$ cat src/rtl/pd_bit_decoder.sv
module pd_bit_decoder #(
  parameter int THR_W  = 7,
  parameter int LIM_W  = 8,
  parameter int DATA_W = 64
) (
  input  logic                             clk,
  input  logic                             rst_n,
  input  logic                             tick,
  input  logic                             rx_in,
  input  logic                             edge_irq_en,
  input  logic [THR_W-1:0]                 thresh,
  input  logic [LIM_W-1:0]                 max_cycle,
  input  logic [LIM_W-1:0]                 max_low,
  output logic                             busy,
  output logic                             done_irq,
  output logic                             edge_irq,
  output logic [1:0]                       end_cause,
  output logic [DATA_W-1:0]                rx_data,
  output logic [$clog2(DATA_W+1)-1:0]      rx_count
);
  localparam int CNT_W = $clog2(DATA_W + 1);
  localparam logic [CNT_W-1:0] FULL = CNT_W'(DATA_W);

  logic [2:0]       sync_q;
  logic [LIM_W-1:0] cyc_q, low_q;

  wire             fall      = sync_q[2] & ~sync_q[1];
  wire             level_low = ~sync_q[1];
  wire [LIM_W-1:0] cyc_inc   = (&cyc_q) ? cyc_q : cyc_q + 1'b1;
  wire [LIM_W-1:0] low_inc   = (&low_q) ? low_q : low_q + 1'b1;
  wire             bit_val   = int'(cyc_q) > int'(thresh);
  wire             hit_max   = (max_cycle != '0) && (cyc_inc > max_cycle);
  wire             hit_low   = (max_low != '0) && level_low && (low_inc > max_low);

  always_ff @(posedge clk or negedge rst_n) begin
    if (!rst_n) sync_q <= 3'b111;
    else        sync_q <= {sync_q[1:0], rx_in};
  end

  always_ff @(posedge clk or negedge rst_n) begin
    if (!rst_n) begin
      busy      <= 1'b0;
      done_irq  <= 1'b0;
      edge_irq  <= 1'b0;
      end_cause <= 2'b00;
      rx_data   <= '0;
      rx_count  <= '0;
      cyc_q     <= '0;
      low_q     <= '0;
    end else begin
      done_irq <= 1'b0;
      edge_irq <= fall & edge_irq_en;
      if (fall) begin
        cyc_q <= '0;
        low_q <= '0;
        if (!busy) begin
          busy      <= 1'b1;
          rx_data   <= '0;
          rx_count  <= '0;
          end_cause <= 2'b00;
        end else if (rx_count < FULL) begin
          rx_data  <= rx_data | (DATA_W'(bit_val) << rx_count);
          rx_count <= rx_count + 1'b1;
        end
      end else begin
        if (!level_low) low_q <= '0;
        if (busy && tick) begin
          cyc_q <= cyc_inc;
          low_q <= level_low ? low_inc : '0;
          if (hit_max || hit_low) begin
            busy      <= 1'b0;
            done_irq  <= 1'b1;
            end_cause <= hit_max ? 2'b01 : 2'b10;
          end
        end
      end
    end
  end
endmodule

$ cat config.mk
export PLATFORM = sky130hd
export DESIGN_NAME = pd_bit_decoder
export DESIGN_NICKNAME = d
export VERILOG_FILES = /design/src/rtl/pd_bit_decoder.sv
export SDC_FILE = /design/constraint.sdc
export NUM_CORES = 1
export LEC_CHECK = 0
export ABC_AREA = 1
export CORE_ASPECT_RATIO = 1.2
export CORE_UTILIZATION = 45
export CTS_BUF_LIST = sky130_fd_sc_hd__clkbuf_8
export DETAILED_ROUTE_END_ITERATION = 10
export MAX_ROUTING_LAYER = met4
export PLACE_DENSITY = 0.77
export SETUP_SLACK_MARGIN = 0.2
export SKIP_CTS_REPAIR_TIMING = 1
export SLEW_MARGIN = 20
export SYNTH_ARGS = -nofsm -noshare
export SYNTH_HDL_FRONTEND = slang
export SYNTH_SLANG_ARGS = --single-unit
$ cat constraint.sdc
create_clock -name clk -period 3.01 [get_ports clk]
set_clock_uncertainty 0.1 [all_clocks]
set_input_delay 0.4515 -clock clk [delete_from_list [all_inputs] [get_ports clk]]
set_output_delay 0.4515 -clock clk [all_outputs]
set_load 0.02 [all_outputs]
==> results of run 1 <==
==> routing by layer <==
layer	vias up	share of wire, %	wire length, um
li1	2145	-	-
met1	2149	42	5290
met2	124	53	6660
met3	15	4.3	541
met4	0	1.4	172
met5	-	0	0
==> worst max path at each step <==
| stage | from | endpoint | slack [ns] | cells past startpoint |
|---|---|---|---|---|
| 2_1_floorplan | cyc_q[1]$_DFFE_PN0P_ | end_cause[1]$_DFFE_PN0P_ | 0.54 | 18 |
| 3_3_place_gp | cyc_q[1]$_DFFE_PN0P_ | end_cause[1]$_DFFE_PN0P_ | 0.40 | 18 |
| 3_5_place_dp | cyc_q[1]$_DFFE_PN0P_ | end_cause[1]$_DFFE_PN0P_ | 0.21 | 18 |
| 4_1_cts | cyc_q[1]$_DFFE_PN0P_ | end_cause[1]$_DFFE_PN0P_ | 0.20 | 18 |
| 5_1_grt | cyc_q[1]$_DFFE_PN0P_ | end_cause[1]$_DFFE_PN0P_ | 0.08 | 19 |
| 6_report | cyc_q[1]$_DFFE_PN0P_ | end_cause[0]$_DFFE_PN0P_ | 0.27 | 18 |
==> cell type report <==
cell class / count / area, sq um / share of cell area, %
clock buffer: 10 / 138 / 2.08
clock inverter: 6 / 65.1 / 0.982
inverter: 123 / 462 / 6.97
multi-input combinational: 346 / 2270 / 34.3
sequential: 95 / 2380 / 35.9
tap: 132 / 165 / 2.49
timing repair buffer: 117 / 1150 / 17.3
==> per-stage QoR <==
step                      instance area (sq um)  std cells  total power [mW]  setup WS, ns  hold WS (ns)
after floorplan                            5080        585              3.09         0.536        0.0559
after global placement                     6250        805              4.09         0.397         0.249
after detailed placement                   6250        805              4.16         0.215         0.249
after CTS                                  6450        821              5.03         0.204       0.00853
after global routing                       6630        829              5.31        0.0829        0.0280
final                                      6630        829              5.05         0.272       -0.0163
==> worst register-to-register path, cell delays in order (launching register included) <==
cell	delay [ns]
dfrtp_1	0.42
ha_4	0.16
nand3_2	0.09
nor3_2	0.21
inv_2	0.07
nor2_4	0.13
nand2_4	0.09
buf_4	0.15
nand2_1	0.05
nor2_1	0.04
o21bai_4	0.17
inv_2	0.07
ha_4	0.19
nand4_1	0.09
nor3_1	0.07
a21oi_1	0.20
nand3_2	0.16
nand4_1	0.13
nand2_1	0.06
==> state kept, by name, summed over array words and instances (netlist names) <==
| name | cells |
|---|---|
| cyc_q | 8 |
| edge_irq | 1 |
| end_cause | 2 |
| sync_q | 3 |
| rx_count | 7 |
| done_irq | 1 |
| busy | 1 |
| low_q | 8 |
| rx_data | 64 |
==> layout by cell type (no fill, tap or decap), types with 10 or more instances in the layout <==
master           Yosys  final
nand3_1             42     39
inv_1              109    108
nand2_1             46     45
clkdlybuf4s50_1      0    102
nor2_1              42     41
a31oi_1             13     13
buf_4                0     14
dfrtp_1             92     92
nand4_1             29     29
inv_2               14     15
a21oi_1             65     62
ha_1                26     23
nor2_4               8     10
clkbuf_8             0     10
==> synthesized netlist by cell type, drive strengths merged (2+ instances only) <==
| cell type | n | area, sq um |
|---|---|---|
| o21ai | 15 | 75.1 |
| buf | 11 | 52.6 |
| nand4 | 32 | 245 |
| o22ai | 9 | 56.3 |
| inv | 123 | 462 |
| clkbuf | 10 | 37.5 |
| nor3 | 12 | 108 |
| a21oi | 67 | 343 |
| nor2 | 55 | 279 |
| dfstp | 3 | 78.8 |
| nand3 | 43 | 228 |
| nand2 | 57 | 270 |
| nor4 | 3 | 18.8 |
| xor2 | 6 | 52.6 |
| dfrtp | 92 | 2300 |
| a31oi | 13 | 81.3 |
| ha | 26 | 325 |
| o21bai | 2 | 15.0 |
==> power by group through the flow <==
| stage | Clock [mW] | Sequential (mW) | Combinational [mW] |
|---|---|---|---|
| 6_report | 0.878 | 1.95 | 2.22 |
| 5_1_grt | 0.936 | 1.99 | 2.38 |
| 4_1_cts | 0.886 | 1.95 | 2.19 |
| 3_5_place_dp | 0 | 1.97 | 2.18 |
| 3_3_place_gp | 0 | 1.96 | 2.13 |
| 2_1_floorplan | 0 | 2.38 | 0.712 |
==> cell families after synthesis <==
group	count (synthesis)	share of synthesized area, %
XOR/XNOR	6	1.03
flip-flops	95	46.9
AND/OR/NAND/NOR	204	22.9
adder cells (fa/ha/maj)	26	6.40
buffers and inverters	144	10.9
AO/OA/AOI/OAI	110	12.0
==> summary.txt, run 1 <==
GRT
  • Largest net degree at the start of global routing: 67
  • Total GRT Usage: 22.7%
  • Met3 usage in global routing: between 1.5 and 2%
  • First-pass GRT wire length: between 20 and 25 mm
  • Met2 GRT Util: 38.0%
  • Busiest grt layer: met2
  • Routing usage on met1: ~28%
  • Initial antenna violation count: 0
  • Grt total ovfl: 0
  • Vias in the first global route: roughly 4400

Power and ir drop
  • Leakage dissipation: approximately 3.2 nW
  • Sw Ratio: 40.0%
  • Net Switching: 2.02 mW
  • Int Pwr: slightly above 3 mW
  • Sequential power share: 38.6%
  • Comb pwr share: between 40% and 50%
  • Pwr/cell area: between 700 and 800 nW/um^2
  • Max VDD drop: ~0.00040 V
  • Clock power share: roughly 17%

Finish
  • Inserted Diodes: 0
  • Core Util, Final: 60.0%
  • Fin nets: roughly 750
  • Share of cells above drive strength 1: roughly 15%
  • Layout area overhead: 30.4%
  • Fillers: 938

Clocking
  • Root Driver: clkbuf_8
  • H-tree levels: 3
  • Maximum root-to-sink buffer count: 2
  • Worst skew pair latency: 0.36 ns
  • Clk slew on worst S/H paths: ~0.10 ns
  • TritonCTS Buffers: 9
  • Clk sinks: 95
  • CTS tree: built

Placed design
  • Hpwl dp: 9.00 mm
  • Final Wtd Congestion: between 0.8 and 0.9
  • PortBufs: slightly above 100

Routing
  • 1st-pass router iterations: 4
  • Detailed Route WL: 12.7 mm
  • Vias: around 4400
  • DRT antenna net count: 0
  • Initial drt markers: 301
  • WL/cell: ~15 um
  • # DRC: 0
  • Vias per std cell: between 5 and 6

Timing
  • Hold_ws: -0.0163 ns
  • Relative slew slack: between 50% and 60%
  • Final setup fails: 0
  • Final Hold Viols: 10
  • Worst Max-Slew Pin Slew: 0.669 ns
  • Minimum clock period: 2.74 ns
  • F_max: 365 MHz
  • Period Utilization, post-route: 91.0%
  • Setup TNS: 0 ns
  • Max Transition Viols Final: 0
  • Unrepaired setup endpoints after global routing: yes

Worst setup path
  • Critical-path top delay cell: dfrtp_1
  • R2r setup slk: 0.27 ns
  • Cell family with most CP delay: simple AND/OR/NAND/NOR gates
  • Setup CP Type: reg2reg
  • CP required: roughly 3.2 ns
  • Critical Path End Type: flop
  • CP Cell Sequence: ha_4 > nand3_2 > nor3_2 > inv_2 > nor2_4 > nand2_4 > buf_4 > nand2_1 > nor2_1 > o21bai_4 > inv_2 > ha_4 > nand4_1 > nor3_1 > a21oi_1 > nand3_2 > nand4_1 > nand2_1
  • Startpoint class of the critical path: flop
  • CP bufs+invs: 3
  • Reg2Reg Depth: 18
  • R2r endpoint: end_cause[0]$_DFFE_PN0P_
  • Arrival time worst endpoint: approximately 2.9 ns
  • CP Max Fanout: 7
  • Critical path's largest stage delay: ~0.42 ns
  • Reg-to-reg critical path startpoint: cyc_q[1]$_DFFE_PN0P_

Yosys
  • Post-synth EDFFs: 0
  • Synth Flop Type: dfrtp_1
  • Syn_nets: approximately 640
  • Asr flop ratio synth: between 90% and 100%
  • Flip-flop and latch count after synthesis: 95
  • Yosys warnings: 0
  • Netlist cell types: 37
  • Mapped Area: about 5000 sq um
  • Seq/Total Area, Yosys: between 40% and 50%
  • Post-Syn Instances: between 500 and 600
  • Mean post-synth cell area: between 8 and 9 sq um

Floorplan
  • Die extent in y: about 120 um
  • Number of top-level pins: around 100
  • Initial Utilization: between 40% and 50%
  • Site Rows: 42
  • Die area: around 12000 sq um
  • Die W: 99 um
  • Area of the core: 11000 sq um

Job
  • Max-Cap Viols: 0

Run status
  • Failing checks: hold timing
  • Status: finished with violations

Min path
  • Worst Hold Class: in2async
Note: power is estimated with default switching activity, not from simulation.
==> inputs of run 2 (changes only) <==
CORE_UTILIZATION = 53   (was 45)
PLACE_DENSITY = 0.88   (was 0.77)
==> run 2 against run 1 <==
Against the previous run:
- via count is 3.1% higher
- routed wire length increased by 2.4%
- sequential power is essentially flat
- the flow now finishes without violations
- critical path depth decreased by 1
- register-to-register slack worse by 0.16 ns
- critical endpoint is now done_irq$_DFF_PN0_
- combinational power about the same
- sequential share of layout area is 0.34 points higher
==> summary.txt, run 2 (synthesized netlist as in run 1, its figures left out) <==
Run status
  • Status: completed

Routing
  • Detailed Route WL: 13.0 mm (+2.4%)
  • 1st-pass router iterations: 5 (+1)
  • Vias per std cell: 5.59 (+4.5%)
  • Vias: 4570 (+3.1%)
  • # DRC: 0 (unchanged)
  • DRT antenna net count: 0 (unchanged)
  • WL/cell: 15.9 um (+3.8%)
  • Initial drt markers: 406 (+35%)

Timing
  • Setup TNS: 0 ns (unchanged)
  • F_max: 345 MHz (-5.5%)
  • Max Transition Viols Final: 0 (unchanged)
  • Relative slew slack: 55.9% (+0.58 points)
  • Hold_ws: 0.270 ns (+0.286 ns)
  • Minimum clock period: 2.90 ns (+0.159 ns)
  • Period Utilization, post-route: 96.2% (+5.3 points)
  • Final Hold Viols: 0 (-10)
  • Final setup fails: 0 (unchanged)
  • Unrepaired setup endpoints after global routing: yes
  • Worst Max-Slew Pin Slew: 0.661 ns (-0.00798 ns)

Finish
  • Layout area overhead: 29.2%
  • Post-route insts no fill: 818 (-1.3%)
  • Fin nets: 747 (+0.13%)
  • Fillers: 646 (-31%)
  • Inserted Diodes: 0 (unchanged)
  • Most frequent cells in the layout: inv_1 (109), clkdlybuf4s50_1 (102), dfrtp_1 (92), a21oi_1 (64), nand2_1 (45)
  • Top flop regs: rx_data: 64 flops, cyc_q: 8 flops, low_q: 8 flops
  • Share of cells above drive strength 1: 13.9% (-1.0 points)
  • Largest register FFs: 64 (unchanged)
  • Final Cell Area: 6570 sq um (-0.93%)
  • Most common cell after layout, fill and taps aside: inv_1
  • Largest reg by FF count: rx_data

Worst setup path
  • Arrival time worst endpoint: 3.09 ns (+0.20 ns)
  • R2r setup slk: 0.11 ns (-0.16 ns)
  • Reg2Reg Depth: 17 (-1)
  • CP Cell Sequence: ha_2 > nand3_2 > nor3_2 > inv_2 > nor2_4 > nand2_4 > inv_2 > nor3_1 > a21oi_2 > ha_4 > a21oi_2 > nand2_1 > o21bai_1 > o211ai_1 > nand3_2 > nand2_2 > buf_4
  • Critical path's largest stage delay: 0.43 ns (about the same)
  • R2r endpoint: done_irq$_DFF_PN0_
  • CP required: 3.20 ns (+0.03 ns)
  • CP bufs+invs: 3 (unchanged)
  • Critical-path top delay cell: dfrtp_1
  • Reg-to-reg critical path startpoint: cyc_q[1]$_DFFE_PN0P_
  • Setup CP Type: reg2reg
  • CP Max Fanout: 7 (unchanged)
  • Startpoint class of the critical path: flop
  • Cell family with most CP delay: simple AND/OR/NAND/NOR gates
  • Critical Path End Type: flop

Placed design
  • Placed cells: 794 (-1.4%)
  • Placed cell area: 6240 sq um (-0.12%)
  • Hpwl dp: 8.91 mm (-1.0%)
  • PortBufs: 103 (unchanged)
  • Final Wtd Congestion: 0.841 (about the same)

Min path
  • Hold path start: sync_q[0]$_DFF_PN1_
  • Hold-critical path depth: 0
  • Worst Hold Class: reg2reg
  • Worst hold endpoint: sync_q[1]$_DFF_PN1_

Power and ir drop
  • Pwr/cell area: 767 nW/um^2 (+0.70%)
  • Leakage dissipation: 3.22 nW (about the same)
  • Net Switching: 2.07 mW (+2.5%)
  • Max VDD drop: 0.000377 V (-4.7%)
  • Sw Ratio: 41.1% (+1.1 points)
  • Comb pwr share: 44.4% (+0.4 points)
  • Sequential power share: 38.8% (+0.2 points)
  • Clock power share: 16.8% (-0.6 points)
  • Int Pwr: 2.97 mW (-2.0%)

Floorplan
  • Site Rows: 38 (-9.5%)
  • Initial Utilization: 55.4% (+9.3 points)
  • Die W: 91.4 um (-7.7%)
  • Area of the core: 9180 sq um (-17%)
  • Die extent in y: 109 um (-7.7%)
  • Die area: 9980 sq um (-15%)
  • Number of top-level pins: 104 (unchanged)

Clocking
  • Maximum root-to-sink buffer count: 2 (unchanged)
  • Clk slew on worst S/H paths: 0.10 ns (about the same)
  • Root Driver: clkbuf_8
  • H-tree levels: 3 (unchanged)
  • CTS tree: built
  • Clk sinks: 95 (unchanged)
  • Worst skew pair latency: 0.38 ns (+0.02 ns)
  • TritonCTS Buffers: 9 (unchanged)

Job
  • Max-Cap Viols: 0 (unchanged)

GRT
  • Grt total ovfl: 0 (unchanged)
  • First-pass GRT wire length: 20.4 mm (-1.2%)
  • Largest net degree at the start of global routing: 69 (+3.0%)
  • Vias in the first global route: 4355 (-0.68%)
  • Total GRT Usage: 27.1% (+4.5 points)
  • Initial antenna violation count: 0 (unchanged)
[run 2: layout make-up]
cell class / count / area, sq um / share of cell area [%]
Sequential cell: 95 / 2380 / 36.3
Multi-Input combinational cell: 346 / 2220 / 33.8
Timing Repair Buffer: 118 / 1160 / 17.6
Inverter: 123 / 462 / 7.03
Tap cell: 120 / 150 / 2.29
Clock buffer: 10 / 138 / 2.10
Clock inverter: 6 / 57.6 / 0.877
[run 2: metrics by stage]
stage	worst slack, ns	utilization, %	total power [mW]
global placement	0.414	68.0	4.09
finish	0.113	71.5	5.04
CTS	0.162	70.1	4.99
floorplan	0.536	-	3.09
detailed placement	0.177	68.0	4.15
global route	-0.0771	71.5	5.30
[run 2: worst max path at each step]
stage                                    start  slack (ns)  cells past startpoint                  endpoint
after floorplan           cyc_q[1]$_DFFE_PN0P_        0.54                     18  end_cause[1]$_DFFE_PN0P_
after global placement    cyc_q[1]$_DFFE_PN0P_        0.41                     18  end_cause[1]$_DFFE_PN0P_
after detailed placement  cyc_q[1]$_DFFE_PN0P_        0.18                     18  end_cause[1]$_DFFE_PN0P_
after CTS                 cyc_q[1]$_DFFE_PN0P_        0.16                     18  end_cause[1]$_DFFE_PN0P_
after global routing      cyc_q[1]$_DFFE_PN0P_       -0.08                     16  end_cause[0]$_DFFE_PN0P_
final                     cyc_q[1]$_DFFE_PN0P_        0.11                     17        done_irq$_DFF_PN0_
[run 2: power groups by stage]
| stage | clock, mW | combinational (mW) | sequential, mW |
|---|---|---|---|
| after CTS | 0.847 | 2.20 | 1.95 |
| after floorplan | 0 | 0.712 | 2.38 |
| after global routing | 0.899 | 2.40 | 2.00 |
| final | 0.847 | 2.23 | 1.95 |
| after detailed placement | 0 | 2.18 | 1.97 |
| after global placement | 0 | 2.13 | 1.96 |
[run 2: routing by layer]
layer  vias up  GRT usage (%)  part of all wire, %
li1       2145              -                    -
met1      2214           32.3                   40
met2       171           46.2                   53
met3        40           3.56                  4.9
met4         0           12.4                  2.9
met5         -              -                    0
[run 2: worst register-to-register path: stages, from the launching register on]
cell	delay (ns)
dfrtp_1	0.43
ha_2	0.23
nand3_2	0.09
nor3_2	0.20
inv_2	0.08
nor2_4	0.12
nand2_4	0.10
inv_2	0.07
nor3_1	0.06
a21oi_2	0.19
ha_4	0.24
a21oi_2	0.14
nand2_1	0.06
o21bai_1	0.15
o211ai_1	0.17
nand3_2	0.16
nand2_2	0.08
buf_4	0.14
==> inputs of run 3 (changes only) <==
CORE_MARGIN = 2   (was default)
CTS_CLUSTER_SIZE = 10   (was default)
==> run 3 against run 2 <==
Against the previous run:
- the flow now finishes with violations (hold timing)
- register-to-register slack worse by 0.03 ns
- critical path type unchanged
- routed wire length up 1.6%
- via count up 0.57%
- flip-flop and latch count unchanged
- hold slack worse by 0.29 ns
- critical path depth up 1
- total power down 1.3%
- clock power down 4.6%
- sequential share of layout area up 0.054 points
==> summary.txt, run 3 (synthesized netlist as in run 1, its figures left out) <==
Placed design
  • Pre-CTS WS: 0.188 ns (+0.0113 ns)
  • Placed cell area: 6220 sq um (-0.26%)
  • PortBufs: 103 (unchanged)
  • Final Wtd Congestion: 0.873 (+3.8%)
  • Hpwl dp: 9.06 mm (+1.7%)
  • Placed cells: 796 (+0.25%)

Job
  • Max-Cap Viols: 0 (unchanged)

Floorplan
  • Site Rows: 39 (+2.6%)
  • Area of the core: 9420 sq um (+2.6%)
  • Die area: 10400 sq um (+4.1%)
  • Die extent in y: 111 um (+1.8%)
  • Number of top-level pins: 104 (unchanged)
  • Die W: 93.4 um (+2.2%)
  • Initial Utilization: 54.0% (-1.4 points)

Timing
  • Relative slew slack: 30.2% (-26 points)
  • Setup TNS: 0 ns (unchanged)
  • Hold_ws: -0.0180 ns (-0.288 ns)
  • Period Utilization, post-route: 97.3% (+1.1 points)
  • F_max: 341 MHz (-1.1%)
  • Final setup fails: 0 (unchanged)
  • Minimum clock period: 2.93 ns (+0.0334 ns)
  • Final setup margin: 0.0801 ns (-0.0334 ns)
  • Max Transition Viols Final: 0 (unchanged)
  • Worst Max-Slew Pin Slew: 1.04 ns (+0.382 ns)
  • Final Hold Viols: 17 (+17)
  • Unrepaired setup endpoints after global routing: yes

Worst setup path
  • Setup CP Type: reg2reg
  • Critical-path top delay cell: dfrtp_1
  • Reg-to-reg critical path startpoint: cyc_q[1]$_DFFE_PN0P_
  • R2r setup slk: 0.08 ns (-0.03 ns)
  • Cell family with most CP delay: simple AND/OR/NAND/NOR gates
  • CP bufs+invs: 2 (-1)
  • Startpoint class of the critical path: flop
  • Arrival time worst endpoint: 3.10 ns (about the same)
  • CP required: 3.18 ns (-0.02 ns)
  • Crit path top cell by count: nand2_1
  • Critical path's largest stage delay: 0.37 ns (-0.06 ns)
  • Reg2Reg Depth: 18 (+1)
  • R2r endpoint: end_cause[1]$_DFFE_PN0P_
  • CP Cell Sequence: ha_2 > nand3_2 > nor3_2 > inv_2 > nor2_4 > nand2_4 > inv_4 > nor3_2 > a21oi_2 > ha_4 > a21oi_2 > nand2_1 > o21bai_1 > o211ai_1 > nand3_2 > nand2_2 > nand2_1 > nand2_1
  • CP Max Fanout: 7 (unchanged)
  • Critical Path End Type: flop

Routing
  • # DRC: 0 (unchanged)
  • Initial drt markers: 284 (-30%)
  • WL/cell: 16.2 um (+1.9%)
  • Vias: 4596 (+0.57%)
  • DRT antenna net count: 0 (unchanged)
  • Detailed Route WL: 13.2 mm (+1.6%)
  • 1st-pass router iterations: 5 (unchanged)
  • Vias per std cell: 5.63 (+0.82%)

Power and ir drop
  • Max VDD drop: 0.000391 V (+3.6%)
  • Design Power: 4.97 mW (-1.3%)
  • Pwr/cell area: 758 nW/um^2 (-1.2%)
  • Leakage dissipation: 3.20 nW (-0.60%)

Clocking
  • Root Driver: clkbuf_8
  • TritonCTS Buffers: 9 (unchanged)
  • Maximum root-to-sink buffer count: 2 (unchanged)
  • CTS tree: built
  • Worst skew pair latency: 0.36 ns (-0.02 ns)
  • Clk slew on worst S/H paths: 0.11 ns (about the same)
  • H-tree levels: 3 (unchanged)
  • Clk sinks: 95 (unchanged)

Finish
  • Post-route insts no fill: 816 (-0.24%)
  • Fillers: 674 (+4.3%)
  • Most common cell after layout, fill and taps aside: inv_1
  • Fin nets: 742 (-0.67%)
  • Most frequent cells in the layout: inv_1 (109), clkdlybuf4s50_1 (102), dfrtp_1 (91), a21oi_1 (63), nand2_1 (44)
  • Top flop regs: rx_data: 64 flops, cyc_q: 8 flops, low_q: 8 flops
  • Register area: 2380 sq um (about the same)
  • Largest register FFs: 64 (unchanged)
  • Inserted Diodes: 0 (unchanged)
  • Final Cell Area: 6560 sq um (about the same)
  • Share of cells above drive strength 1: 15.0% (+1.1 points)
  • Layout area overhead: 29.1% (about the same)
  • Area of the multi-input gates: 2270 sq um (+2.1%)
  • Largest reg by FF count: rx_data

Run status
  • Status: finished with violations
  • Failing checks: hold timing

GRT
  • Largest net degree at the start of global routing: 69 (unchanged)
  • First-pass GRT wire length: 20.9 mm (+2.3%)
  • Initial antenna violation count: 0 (unchanged)
  • Vias in the first global route: 4473 (+2.7%)
  • Grt total ovfl: 0 (unchanged)
  • Total GRT Usage: 25.7% (-1.4 points)

Min path
  • Worst Hold Class: in2async
## run 3: cell types whose count changed in the layout (fill, tap and decap cells not counted), moves of 2 or more
cell        before  now
buf_4           14   11
clkinv_4         2    0
clkinvlp_4       0    2
nor3_1           4    2
nor3_2           6    8
o21ai_1          9    7
o21ai_2          1    4
xor2_1           6    4
xor2_2           0    2
## run 3: where the power goes
part	leakage, nW	internal, mW	total [mW]	switching, mW
registers	1.11	1.66	1.96	0.308
logic	2.00	0.944	2.20	1.26
clock network	0.0916	0.319	0.808	0.489
## run 3: how the worst max path moves through the flow
stage	cells past startpoint	from	to	slack, ns
floorplan	18	cyc_q[1]$_DFFE_PN0P_	end_cause[1]$_DFFE_PN0P_	0.54
global placement	17	low_q[2]$_DFFE_PN0P_	end_cause[1]$_DFFE_PN0P_	0.39
detailed placement	17	low_q[2]$_DFFE_PN0P_	end_cause[1]$_DFFE_PN0P_	0.19
CTS	17	low_q[2]$_DFFE_PN0P_	end_cause[1]$_DFFE_PN0P_	0.12
global route	18	cyc_q[0]$_DFFE_PN0P_	end_cause[1]$_DFFE_PN0P_	-0.07
finish	18	cyc_q[1]$_DFFE_PN0P_	end_cause[1]$_DFFE_PN0P_	0.08
## run 3: metal layers
| metal | up-vias | GRT usage [%] | share of wire (%) |
|---|---|---|---|
| met2 | 168 | 43.7 | 52 |
| li1 | 2135 | - | - |
| met5 | - | - | 0 |
| met3 | 40 | 3.54 | 4.9 |
| met4 | 0 | 8.33 | 2.9 |
| met1 | 2253 | 31.5 | 40 |
## run 3: layout make-up
class	count	area share, %
flip-flops and latches	95	36.3
multi-input cells	346	34.6
repair buffers	113	16.8
inverters	123	7.08
well taps	123	2.35
clock buffers	9	1.89
clock inverters	7	0.954
## run 3: worst register-to-register path: stages (launching register included)
cell	delay (ns)
dfrtp_1	0.37
ha_2	0.20
nand3_2	0.11
nor3_2	0.25
inv_2	0.08
nor2_4	0.13
nand2_4	0.11
inv_4	0.09
nor3_2	0.04
a21oi_2	0.17
ha_4	0.24
a21oi_2	0.15
nand2_1	0.10
o21bai_1	0.18
o211ai_1	0.17
nand3_2	0.15
nand2_2	0.07
nand2_1	0.06
nand2_1	0.05
## run 3: stage by stage
step,hold slack [ns],utilization (%)
floorplan,0.0559,-
finish,-0.0180,69.6
CTS,0.0114,68.1
detailed placement,0.252,66.1
global placement,0.249,66.1
global route,0.0238,69.6
